$ cat config.mk
export PLATFORM = sky130hd
export DESIGN_NAME = smbus_tmo_mon
export DESIGN_NICKNAME = d
export VERILOG_FILES = /design/src/rtl/smbus_tmo_pkg.sv /design/src/rtl/smbus_sync2.sv /design/src/rtl/smbus_hold_timer.sv /design/src/rtl/smbus_ext_accum.sv /design/src/rtl/smbus_tmo_mon.sv
export SDC_FILE = /design/constraint.sdc
export NUM_CORES = 1
export LEC_CHECK = 0
export BUFFER_PORTS_ARGS = -buffer_cell sky130_fd_sc_hd__buf_2
export CAP_MARGIN = 0
export CORE_MARGIN = 2
export CORE_UTILIZATION = 40
export CTS_BUF_LIST = sky130_fd_sc_hd__clkbuf_2 sky130_fd_sc_hd__clkbuf_4 sky130_fd_sc_hd__clkbuf_8
export DETAILED_ROUTE_END_ITERATION = 10
export PLACE_DENSITY_LB_ADDON = 0.1
export SLEW_MARGIN = 20
export SYNTH_ARGS = -nofsm -noshare
export SYNTH_HDL_FRONTEND = slang
export SYNTH_SLANG_ARGS = --single-unit
export TNS_END_PERCENT = 20
$ cat constraint.sdc
create_clock -name clk -period 2.13 [get_ports clk]
set_input_delay 0.3195 -clock clk [delete_from_list [all_inputs] [get_ports clk]]
set_output_delay 0.3195 -clock clk [all_outputs]
set_load 0.02 [all_outputs]
$ cat src/rtl/smbus_tmo_pkg.sv
package smbus_tmo_pkg;
    localparam int FLAG_N = 6;

    typedef struct packed {
        logic abort;
        logic sltf;
        logic sext;
        logic mext;
        logic stk;
        logic hto;
    } flags_t;
endpackage

$ cat src/rtl/smbus_sync2.sv
module smbus_sync2 #(
    parameter int W = 2
) (
    input  logic         clk,
    input  logic         rst_n,
    input  logic [W-1:0] d,
    output logic [W-1:0] q
);
    typedef struct packed {
        logic [W-1:0] s1;
        logic [W-1:0] s2;
    } st_t;

    st_t st_d, st_q;

    always_comb begin
        st_d    = st_q;
        st_d.s1 = d;
        st_d.s2 = st_q.s1;
    end

    always_ff @(posedge clk or negedge rst_n) begin
        if (!rst_n) st_q <= '0;
        else        st_q <= st_d;
    end

    assign q = st_q.s2;
endmodule

$ cat src/rtl/smbus_hold_timer.sv
module smbus_hold_timer #(
    parameter int CW = 16
) (
    input  logic          clk,
    input  logic          rst_n,
    input  logic          tick,
    input  logic          run,
    input  logic [CW-1:0] limit,
    output logic          hit
);
    logic [CW-1:0] cnt_d, cnt_q;

    always_comb begin
        cnt_d = cnt_q;
        if (!run)
            cnt_d = '0;
        else if (tick && !(&cnt_q))
            cnt_d = cnt_q + 1'b1;
    end

    always_ff @(posedge clk or negedge rst_n) begin
        if (!rst_n) cnt_q <= '0;
        else        cnt_q <= cnt_d;
    end

    assign hit = run && (cnt_q >= limit);


    timer_sat_chk: assert property (@(posedge clk) disable iff (!rst_n)
        (run && (&cnt_q)) |=> ((&cnt_q) || (cnt_q == '0)));
endmodule

$ cat src/rtl/smbus_ext_accum.sv
module smbus_ext_accum #(
    parameter int CW = 16
) (
    input  logic          clk,
    input  logic          rst_n,
    input  logic          tick,
    input  logic          seg_clr,
    input  logic          grow,
    input  logic [CW-1:0] limit,
    output logic          over
);
    logic [CW-1:0] acc_d, acc_q;

    always_comb begin
        acc_d = acc_q;
        if (seg_clr)
            acc_d = '0;
        else if (grow && tick && !(&acc_q))
            acc_d = acc_q + 1'b1;
    end

    always_ff @(posedge clk or negedge rst_n) begin
        if (!rst_n) acc_q <= '0;
        else        acc_q <= acc_d;
    end

    assign over = acc_q > limit;


    no_overflow_chk: assert property (@(posedge clk) disable iff (!rst_n)
        (!seg_clr && (&acc_q)) |=> (&acc_q));
endmodule

$ cat src/rtl/smbus_tmo_mon.sv
module smbus_tmo_mon
    import smbus_tmo_pkg::*;
#(
    parameter int CW = 16
) (
    input  logic              clk,
    input  logic              rst_n,
    input  logic              tick,
    input  logic              scl_in,
    input  logic              sda_in,
    input  logic              stretch_req,
    input  logic              own_scl_low,
    input  logic              start_evt,
    input  logic              stop_evt,
    input  logic              ack_evt,
    input  logic              master_mode,
    input  logic [CW-1:0]     high_max,
    input  logic [CW-1:0]     stuck_max,
    input  logic [CW-1:0]     mext_max,
    input  logic [CW-1:0]     sext_max,
    input  logic [1:0]        irq_en,
    input  logic [FLAG_N-1:0] flag_clr,
    output logic [FLAG_N-1:0] flags,
    output logic              busy,
    output logic              bus_free,
    output logic              irq
);
    typedef struct packed {
        flags_t flg;
        logic   busy;
        logic   pend;
        logic   hto_rise;
    } st_t;

    st_t    st_d, st_q;
    flags_t set_v;

    logic [1:0] line_s;
    logic       scl_s, sda_s;
    logic       hi_hit, stk_hit;
    logic       own_over, rem_over;
    logic       own_clr, rem_clr, rem_grow;

    smbus_sync2 #(.W(2)) u_sync (
        .clk(clk), .rst_n(rst_n), .d({scl_in, sda_in}), .q(line_s)
    );
    assign scl_s = line_s[1];
    assign sda_s = line_s[0];

    smbus_hold_timer #(.CW(CW)) u_hi_tmr (
        .clk(clk), .rst_n(rst_n), .tick(tick), .run(scl_s & sda_s),
        .limit(high_max), .hit(hi_hit)
    );

    smbus_hold_timer #(.CW(CW)) u_stk_tmr (
        .clk(clk), .rst_n(rst_n), .tick(tick), .run(scl_s & ~sda_s),
        .limit(stuck_max), .hit(stk_hit)
    );

    assign own_clr  = start_evt | stop_evt | (master_mode & ack_evt);
    assign rem_clr  = start_evt | stop_evt;
    assign rem_grow = master_mode & st_q.busy & ~scl_s & ~own_scl_low;

    smbus_ext_accum #(.CW(CW)) u_own_acc (
        .clk(clk), .rst_n(rst_n), .tick(tick), .seg_clr(own_clr),
        .grow(stretch_req), .limit(master_mode ? mext_max : sext_max),
        .over(own_over)
    );

    smbus_ext_accum #(.CW(CW)) u_rem_acc (
        .clk(clk), .rst_n(rst_n), .tick(tick), .seg_clr(rem_clr),
        .grow(rem_grow), .limit(sext_max), .over(rem_over)
    );

    always_comb begin
        set_v       = '0;
        set_v.hto   = hi_hit;
        set_v.stk   = stk_hit;
        set_v.mext  = master_mode & own_over;
        set_v.sext  = ~master_mode & own_over;
        set_v.sltf  = set_v.mext | set_v.sext;
        set_v.abort = st_q.pend & (ack_evt | stop_evt);

        st_d          = st_q;
        st_d.flg      = flags_t'((st_q.flg & ~flag_clr) | set_v);
        st_d.hto_rise = set_v.hto & ~st_q.flg.hto;

        if (start_evt)     st_d.busy = 1'b1;
        else if (stop_evt) st_d.busy = 1'b0;

        if (start_evt || set_v.abort) st_d.pend = 1'b0;
        else if (master_mode && rem_over) st_d.pend = 1'b1;
    end

    always_ff @(posedge clk or negedge rst_n) begin
        if (!rst_n) st_q <= '0;
        else        st_q <= st_d;
    end

    assign flags    = st_q.flg;
    assign busy     = st_q.busy;
    assign bus_free = st_q.hto_rise | (st_q.busy & st_q.flg.hto);
    assign irq      = (st_q.flg.stk & irq_en[0]) | (st_q.flg.sltf & irq_en[1]);


    hto_sticky_chk: assert property (@(posedge clk) disable iff (!rst_n)
        (st_q.flg.hto && !flag_clr[0]) |=> st_q.flg.hto);


    sltf_cause_chk: assert property (@(posedge clk) disable iff (!rst_n)
        $rose(st_q.flg.sltf) |-> (st_q.flg.mext || st_q.flg.sext));


    abort_edge_chk: assert property (@(posedge clk) disable iff (!rst_n)
        $rose(st_q.flg.abort) |-> $past(ack_evt || stop_evt));


    mext_mode_chk: assert property (@(posedge clk) disable iff (!rst_n)
        $rose(st_q.flg.mext) |-> $past(master_mode));
endmodule

# --- Word level (Yosys, flattened, before mapping) ---
# Index checks and enable logic that the tools add are counted.
word_totals:
  ff_bits: 77
  inputBits: 83
classes:
  eq_ne: 2
  n_mux: 13
  n_bitwise: 27
  addsub: 4
  n_reduce_logical: 22
  n_lt_le_gt_ge: 4
op_table:
  columns: ["cell", "count"]
  rows:
  - ["$mux W16", 9]
  - ["$add A16 B1 Y16 const B", 4]
  - ["$reduce_and A16 Y1", 4]
  - ["$ge A16 B16 Y1", 2]
  - ["$gt A16 B16 Y1", 2]
  - ["$and A1 B1 Y1", 13]
  - ["$logic_and A1 B1 Y1", 9]
  - ["$reduce_bool A2 Y1", 4]
  - ["$and A6 B6 Y6", 1]
  - ["$not A6 Y6", 1]
  - ["$or A1 B1 Y1", 6]
  - ["$or A6 B6 Y6", 1]
  - ["$not A1 Y1", 5]
  - ["$logic_not A1 Y1", 4]
  - ["$mux W1", 4]
  - ["$ne A2 B2 Y1 const B", 2]
  - ["$logic_or A1 B1 Y1", 1]

# --- Longest topological paths before layout ---
# Gate-level depths: netlist of the first run.
depth:
  word_depth: 7
  ltp_mapped: 9
  depth_no_buf: 7

# --- Hierarchy ---
# Synthesis of the first run repeated with hierarchy kept, for this count alone.
unflattened:
  cells_unflattened: 686
  hier_area_um2: 6140.9
by_module_without_submodules:
  columns: ["mod", "cells_each", "seq_area_each_um2", "instances", "area_per_inst_um2"]
  rows:
  - ["smbus_ext_accum", 158, 400.4, 2, 1365.1]
  - ["smbus_hold_timer", 152, 400.4, 2, 1310.0]
  - ["smbus_tmo_mon", 62, 225.2, 1, 690.7]
  - ["smbus_sync2", 4, 100.1, 1, 100.1]

# --- Least setup slack after synthesis of the first run ---
# No wires, ideal clock.
synth_timing:
  kind: "in2reg"
  from: "input port master_mode"
  to: "register st_q (netlist bit flags[2])"
  arrival_time_ns: 2.436
  n_path_buf: 2
  path_stages: 9
  path_slack_ns: -0.427
  cell_sequence: "buf_1 clkbuf_1 mux2i_1 ha_1 nor2b_1 o21ai_0 a21boi_0 o31a_1 a22o_1"
synth_lines:
  columns: ["item", "line", "text"]
  rows:
  - ["from (decl)", "smbus_tmo_mon.sv:16", "input logic master_mode,"]
  - ["to (signal assigned)", "smbus_tmo_mon.sv:97", "else st_q <= st_d;"]
  - ["to (decl)", "smbus_tmo_mon.sv:35", "st_t st_d, st_q;"]

# --- Final worst setup path of the first run ---
layout_timing:
  from: "register u_own_acc.acc_q[9]"
  to: "register u_own_acc.acc_q[13]"
layout_between:
  elab_chain_cells: 4
layout_lines:
  columns: ["item", "line", "text"]
  rows:
  - ["from (decl)", "smbus_ext_accum.sv:12", "logic [CW-1:0] acc_d, acc_q;"]
  - ["from (signal assigned)", "smbus_ext_accum.sv:23", "if (!rst_n) acc_q <= '0;"]
  - ["from (signal assigned)", "smbus_ext_accum.sv:24", "else acc_q <= acc_d;"]
  - ["parallel branches: the longest is 4 deep, another holds $add A16 B1 Y16", null, null]
# Parallel ways; which one is timed is not known. The select of a mux whose other input is x is not followed.
# A chain may end at the register's enable or synchronous reset.

==> impl_metrics.py, run 1 <==
metrics = {
    "status": {
        "status": "completed",
    },
    "power": {
        "ir_worst_vdd_uv": 239,
        "switching_power_mw": 0.792,
        "p_leak_nw": 3.29,
        "swShare": 0.239,
        "p_seq_frac": 0.445,
        "cellPowerDensity_nw_per_um2": 498,
        "p_comb_frac": 0.101,
        "power.internal_mw": 2.52,
        "pwr-share-clk": 0.454,
    },
    "flow_run": {
        "drv_cap": 0,
    },
    "place": {
        "dp_slack_ps": -33.7,
        "port_buffers": 91,
        "hpwl_um": 11300,
        "routabilityCongestion": 0.906,
        "dpl_cell_area_sq_um": 6380,
    },
    "synthesis": {
        "avgSynthCellArea_sq_um": 8.88,
        "synth-edff-count": 0,
        "ys_types": 62,
        "async_flop_share": 1.00,
        "synth.largest_area_cell": "dfrtp_1",
        "ys.flop_type": "dfrtp_1",
        "synth_top_area_frac": 0.344,
        "syn-cell-area_sq_um": 5590,
        "synthCells": 630,
        "seq_area_frac_synth": 0.344,
        "syn_nets": 781,
        "ys_top_cells_by_area": "dfrtp_1, ha_1, xnor2_1",
        "ys_ff_latch": 77,
        "yosys_warnings": 0,
    },
    "setup_path": {
        "r2r_start": "u_own_acc.acc_q[9]",
        "cp.arrival_ps": 2210,
        "cp-start-kind": "register",
        "cp-startpoint": "u_own_acc.acc_q[9]",
        "crit_fanout": 5,
        "worst_path_max_delay_cell": "or4_4",
        "regToRegEndpoint": "u_own_acc.acc_q[13]",
        "required_ps": 2380,
        "cp_num_buf_inv": 0,
        "end_kind": "register",
        "cp_slowest_stage_delay_ps": 610,
        "cp.depth": 5,
        "cp_top_family": "simple AND/OR/NAND/NOR gates",
        "cp_cell_sequence": "nand3_1, or4_4, or3_1, xor2_1, nor2_1",
        "r2r_slack_ps": 160,
        "r2r_cells": 5,
        "critical_path_class": "register to register",
        "crit_path_end": "u_own_acc.acc_q[13]",
    },
    "detailed_routing": {
        "ant_nets": 0,
        "drc_errors": 0,
        "drt-initial-drc-count": 226,
        "num_vias": 4860,
        "avgViaCountPerCell": 5.27,
        "drt_wl_total_um": 14200,
        "first_pass_iters": 4,
        "wl_per_cell_um": 15.4,
    },
    "cells_and_area": {
        "area_growth_pct": 19.1,
        "layout_common_cells": "buf_2, dfrtp_1, nor2_1",
        "final_common_cell": "buf_2",
        "final_area_sq_um": 6660,
        "fillerInstances": 1368,
        "seqCellArea_sq_um": 1930,
        "n_antenna_cell": 0,
        "utilization": 0.484,
        "drive_gt1_frac": 0.185,
        "multi_input_area_sq_um": 3340,
        "nNetsFinal": 888,
    },
    "min_path": {
        "hold_class": "input port to register",
        "hp-start": "sda_in",
    },
    "timing": {
        "timing.final.hold_violations": 0,
        "rsz0062_at_grt": "no",
        "slew_headroom": 0.552,
        "post-route-period-util": 0.924,
        "slew_viol_final": 0,
        "hold_ws_ps": 47.5,
        "min_period_ps": 1970,
        "fin_ws_ps": 163,
        "worst_pin_slew_ps": 672,
        "skew_ps": 9.30,
        "setup_viol": 0,
        "fmax_ghz": 0.508,
    },
    "die": {
        "start_util": 0.406,
        "die-area_sq_um": 14900,
        "die_h_um": 122,
        "fp.dieW_um": 122,
        "core_sq_um": 13800,
        "row_count": 43,
        "io_pins": 92,
    },
    "clocking": {
        "path_clk_slew_ps": 90,
        "clock-root-buffer": "clkbuf_8",
        "clk_path_buf_depth": 2,
        "clock_sinks": 77,
        "clk_latency_ps": 370,
        "h-tree-depth": 3,
        "post_cts_buffers": 0,
        "cts_tree": "built",
        "cts_made_buffers": 9,
    },
    "global_route": {
        "grt_first_pass_wirelength_um": 23700,
        "grt_max_degree": 30,
        "track_usage": 0.201,
        "first_global_vias": 4857,
        "gr-total-overflow": 0,
        "antenna_found_initial": 0,
    },
}
-- per-stage QoR --
| step | setup TNS, ps | std cells | total power, mW |
|---|---|---|---|
| 2_1_floorplan | 0 | 630 | 1.66 |
| 3_3_place_gp | 0 | 905 | 1.83 |
| 3_5_place_dp | -66.3 | 905 | 1.84 |
| 4_1_cts | 0 | 922 | 3.36 |
| 5_1_grt | 0 | 922 | 3.48 |
| 6_report | 0 | 922 | 3.32 |
-- area by class of cell --
class	count	area share
multi-input cells	469	0.501
flip-flops and latches	77	0.289
repair buffers	114	0.0988
inverters	66	0.0372
well taps	180	0.0338
clock inverters	6	0.0203
clock buffers	10	0.0197
-- registers in the layout, summed over array words and instances (netlist names) --
register / cells
u_sync.st_d: 2
st_q: 2
u_stk_tmr.cnt_q: 16
busy: 1
u_rem_acc.acc_q: 16
u_sync.q: 2
u_own_acc.acc_q: 16
u_hi_tmr.cnt_q: 16
flags: 6
-- worst register-to-register path: stages, from the launching register on --
cell and delay [ps]:
dfrtp_1 460, nand3_1 190, or4_4 610, or3_1 400, xor2_1 140, nor2_1 50
-- how the worst min path moves through the flow --
stage,slack [ps],end,cells past startpoint
global placement,250,u_own_acc.acc_q[12],1
CTS,30,u_sync.st_d[0],1
floorplan,20,busy,0
detailed placement,240,u_own_acc.acc_q[14],1
global route,30,u_sync.st_d[1],1
finish,50,u_sync.st_d[0],1
-- power by group through the flow --
stage / combinational [mW] / sequential, mW / clock (mW)
3_5_place_dp: 0.338 / 1.51 / 0
5_1_grt: 0.384 / 1.48 / 1.62
4_1_cts: 0.341 / 1.48 / 1.54
6_report: 0.334 / 1.48 / 1.51
2_1_floorplan: 0.155 / 1.51 / 0
3_3_place_gp: 0.325 / 1.51 / 0
-- metal layers --
layer	routed length (um)	vias up	track usage
met5	0	-	0
met3	531	18	0.0288
met2	6620	96	0.331
met4	251	0	0.0661
met1	6780	2287	0.271
li1	-	2459	-
-- cells by family after synthesis --
| logic type | Yosys count | synth area share |
|---|---|---|
| AO/OA/AOI/OAI | 114 | 0.136 |
| AND/OR/NAND/NOR | 222 | 0.201 |
| flip-flops | 77 | 0.344 |
| adder cells (fa/ha/maj) | 68 | 0.152 |
| buffers and inverters | 84 | 0.0606 |
| multiplexers | 19 | 0.0342 |
| XOR/XNOR | 46 | 0.0720 |
-- synthesized netlist by cell type, types with 2 or more instances --
master / n
dfrtp_1: 77
nor2_1: 71
ha_1: 68
inv_1: 66
nand2_1: 38
a21oi_1: 37
xnor2_1: 33
nand3_1: 27
nand4_1: 26
mux2i_1: 18
o21ai_0: 17
a211oi_1: 13
xor2_1: 13
nor3_1: 11
clkbuf_1: 10
a21o_1: 9
and4_1: 9
nor4_1: 8
buf_4: 6
and3_1: 5
or3_1: 5
a22o_1: 4
o2111ai_1: 4
a41oi_1: 3
and2_1: 3
nor2b_1: 3
a2111oi_0: 2
a31oi_1: 2
o2111a_1: 2
o211ai_1: 2
o21ai_1: 2
o31ai_1: 2
o41ai_1: 2
or2_2: 2
or4_1: 2
or4_4: 2
-- what timing repair did --
| item | in CTS | in global routing |
|---|---|---|
| endpoints found under the hold margin | 18 | 0 |
| gates resized for setup | 0 | 2 |
| endpoints found under the setup margin | 0 | 2 |
| hold buffers | 1 | 0 |
Note: power is estimated with default switching activity, not from simulation.
==> inputs of run 2 (changes only) <==
Settings changed: CORE_UTILIZATION 40 to 52.
==> run 2 against run 1 <==
Worst hold slack improved by 18 ps. Sequential power about the same. Sequential share of layout area up 0.40 points. Total power shrank 6.5%. Worst setup slack worse by 15 ps. Highest routed layer unchanged.
==> impl_metrics.py, run 2 (synthesis results as in run 1) <==
metrics = {
    "clocking": {
        "clock_sinks": 77,
        "clock-root-buffer": "clkbuf_8",
        "clk_latency_ps": 360,
        "clk_path_buf_depth": 2,
        "h-tree-depth": 3,
        "path_clk_slew_ps": 80,
        "cts_made_buffers": 9,
        "cts_tree": "built",
    },
    "global_route": {
        "first_global_vias": 4994,
        "gr-total-overflow": 0,
        "track_usage": 0.251,
        "grt_first_pass_wirelength_um": 23300,
        "antenna_found_initial": 0,
        "grt_max_degree": 44,
    },
    "timing": {
        "rsz0062_at_grt": "no",
        "worst_pin_slew_ps": 695,
        "tns_ps": 0,
        "skew_ps": 7.86,
        "post-route-period-util": 0.931,
        "min_period_ps": 1980,
        "timing.final.hold_violations": 0,
        "slew_viol_final": 0,
        "slew_headroom": 0.537,
        "setup_viol": 0,
        "fmax_ghz": 0.505,
    },
    "die": {
        "core_sq_um": 10400,
        "fp.dieW_um": 108,
        "die_h_um": 108,
        "row_count": 37,
        "start_util": 0.539,
        "die-area_sq_um": 11600,
        "io_pins": 92,
    },
    "cells_and_area": {
        "area_growth_pct": 17.5,
        "layout_common_cells": "buf_2, dfrtp_1, nor2_1",
        "final_common_cell": "buf_2",
        "seqCellArea_sq_um": 1930,
        "final_cells": 877,
        "multi_input_area_sq_um": 3340,
        "n_antenna_cell": 0,
        "drive_gt1_frac": 0.185,
        "nNetsFinal": 887,
        "fillerInstances": 919,
    },
    "status": {
        "status": "completed",
    },
    "min_path": {
        "hp-start": "scl_in",
        "holdPathStages": 1,
        "hold_class": "input port to register",
    },
    "setup_path": {
        "end_kind": "register",
        "cp-startpoint": "u_own_acc.acc_q[0]",
        "cp-start-kind": "register",
        "crit_fanout": 5,
        "r2r_start": "u_own_acc.acc_q[0]",
        "critical_path_class": "register to register",
        "cp.arrival_ps": 2200,
        "r2r_cells": 6,
        "required_ps": 2350,
    },
    "detailed_routing": {
        "drt-initial-drc-count": 250,
        "avgViaCountPerCell": 5.56,
        "ant_nets": 0,
        "num_vias": 4873,
        "wl_per_cell_um": 15.5,
        "first_pass_iters": 4,
        "drt_wl_total_um": 13600,
        "drc_errors": 0,
    },
    "power": {
        "p_leak_nw": 3.28,
        "ir_worst_vdd_uv": 319,
        "cellPowerDensity_nw_per_um2": 472,
    },
    "place": {
        "routabilityCongestion": 0.879,
        "dp_cells": 860,
        "hpwl_um": 10800,
        "port_buffers": 91,
    },
    "flow_run": {
        "drv_cap": 0,
    },
}
## run 2: changes by cell type in the layout (fill, tap and decap cells not counted), sizes merged
cell      delta
clkbuf       +2
buf          -1
clkinvlp     -2
clkinv       +2
bufinv       -2
## run 2: layout make-up
cell class,instances,share of cell area
multi-input combinational,469,0.507
sequential,77,0.293
timing repair buffer,113,0.101
inverter,66,0.0377
tap,136,0.0259
clock buffer,12,0.0242
clock inverter,4,0.0107
## run 2: power by group
group / switching [mW] / internal, mW / total (mW)
logic: 0.186 / 0.145 / 0.331
registers: 0.00812 / 1.47 / 1.48
clock network: 0.559 / 0.734 / 1.29
## run 2: path summary, 6_finish.rpt
check	end	slack [ps]
hold reg to reg	u_sync.q[1]	360
min in group asynchronous	u_own_acc.acc_q[10]	490
setup / recovery	u_own_acc.acc_q[1]	150
hold / removal	u_sync.st_d[1]	70
max in group asynchronous	u_own_acc.acc_q[1]	1070
setup reg to reg	u_own_acc.acc_q[1]	150
## run 2: what timing repair did
action,CTS,global route
hold buffers,1,0
gates resized for setup,0,2
setup buffers,0,0
setup endpoints to repair,0,2
endpoints found under the hold margin,41,0
## run 2: critical path, cell delays in order (launching register included)
cell and delay, ps:
dfrtp_1 410, ha_1 280, nand2_1 130, or4_4 480, o211ai_2 280, mux2i_1 220, nor2_1 50
## run 2: metrics by stage
stage | setup WS, ps | power (mW) | hold WS [ps] | util | cell area (sq um)
final | 148 | 3.10 | 65.3 | 0.634 | 6570
after CTS | 73.4 | 3.12 | 54.3 | 0.633 | 6570
after floorplan | 48.4 | 1.66 | 23.9 | - | 5610
after detailed placement | -17.4 | 1.84 | 339 | 0.610 | 6330
after global placement | 62.9 | 1.82 | 340 | 0.610 | 6330
after global routing | 13.6 | 3.22 | 53.8 | 0.634 | 6570
## run 2: metal layers
layer	wire length, um	part of all wire	GRT usage	vias to the layer above
met4	223	0.016	0.0861	0
met5	0	0	0	-
met2	6460	0.48	0.425	96
li1	-	-	-	2461
met3	531	0.039	0.0357	18
met1	6380	0.47	0.329	2298
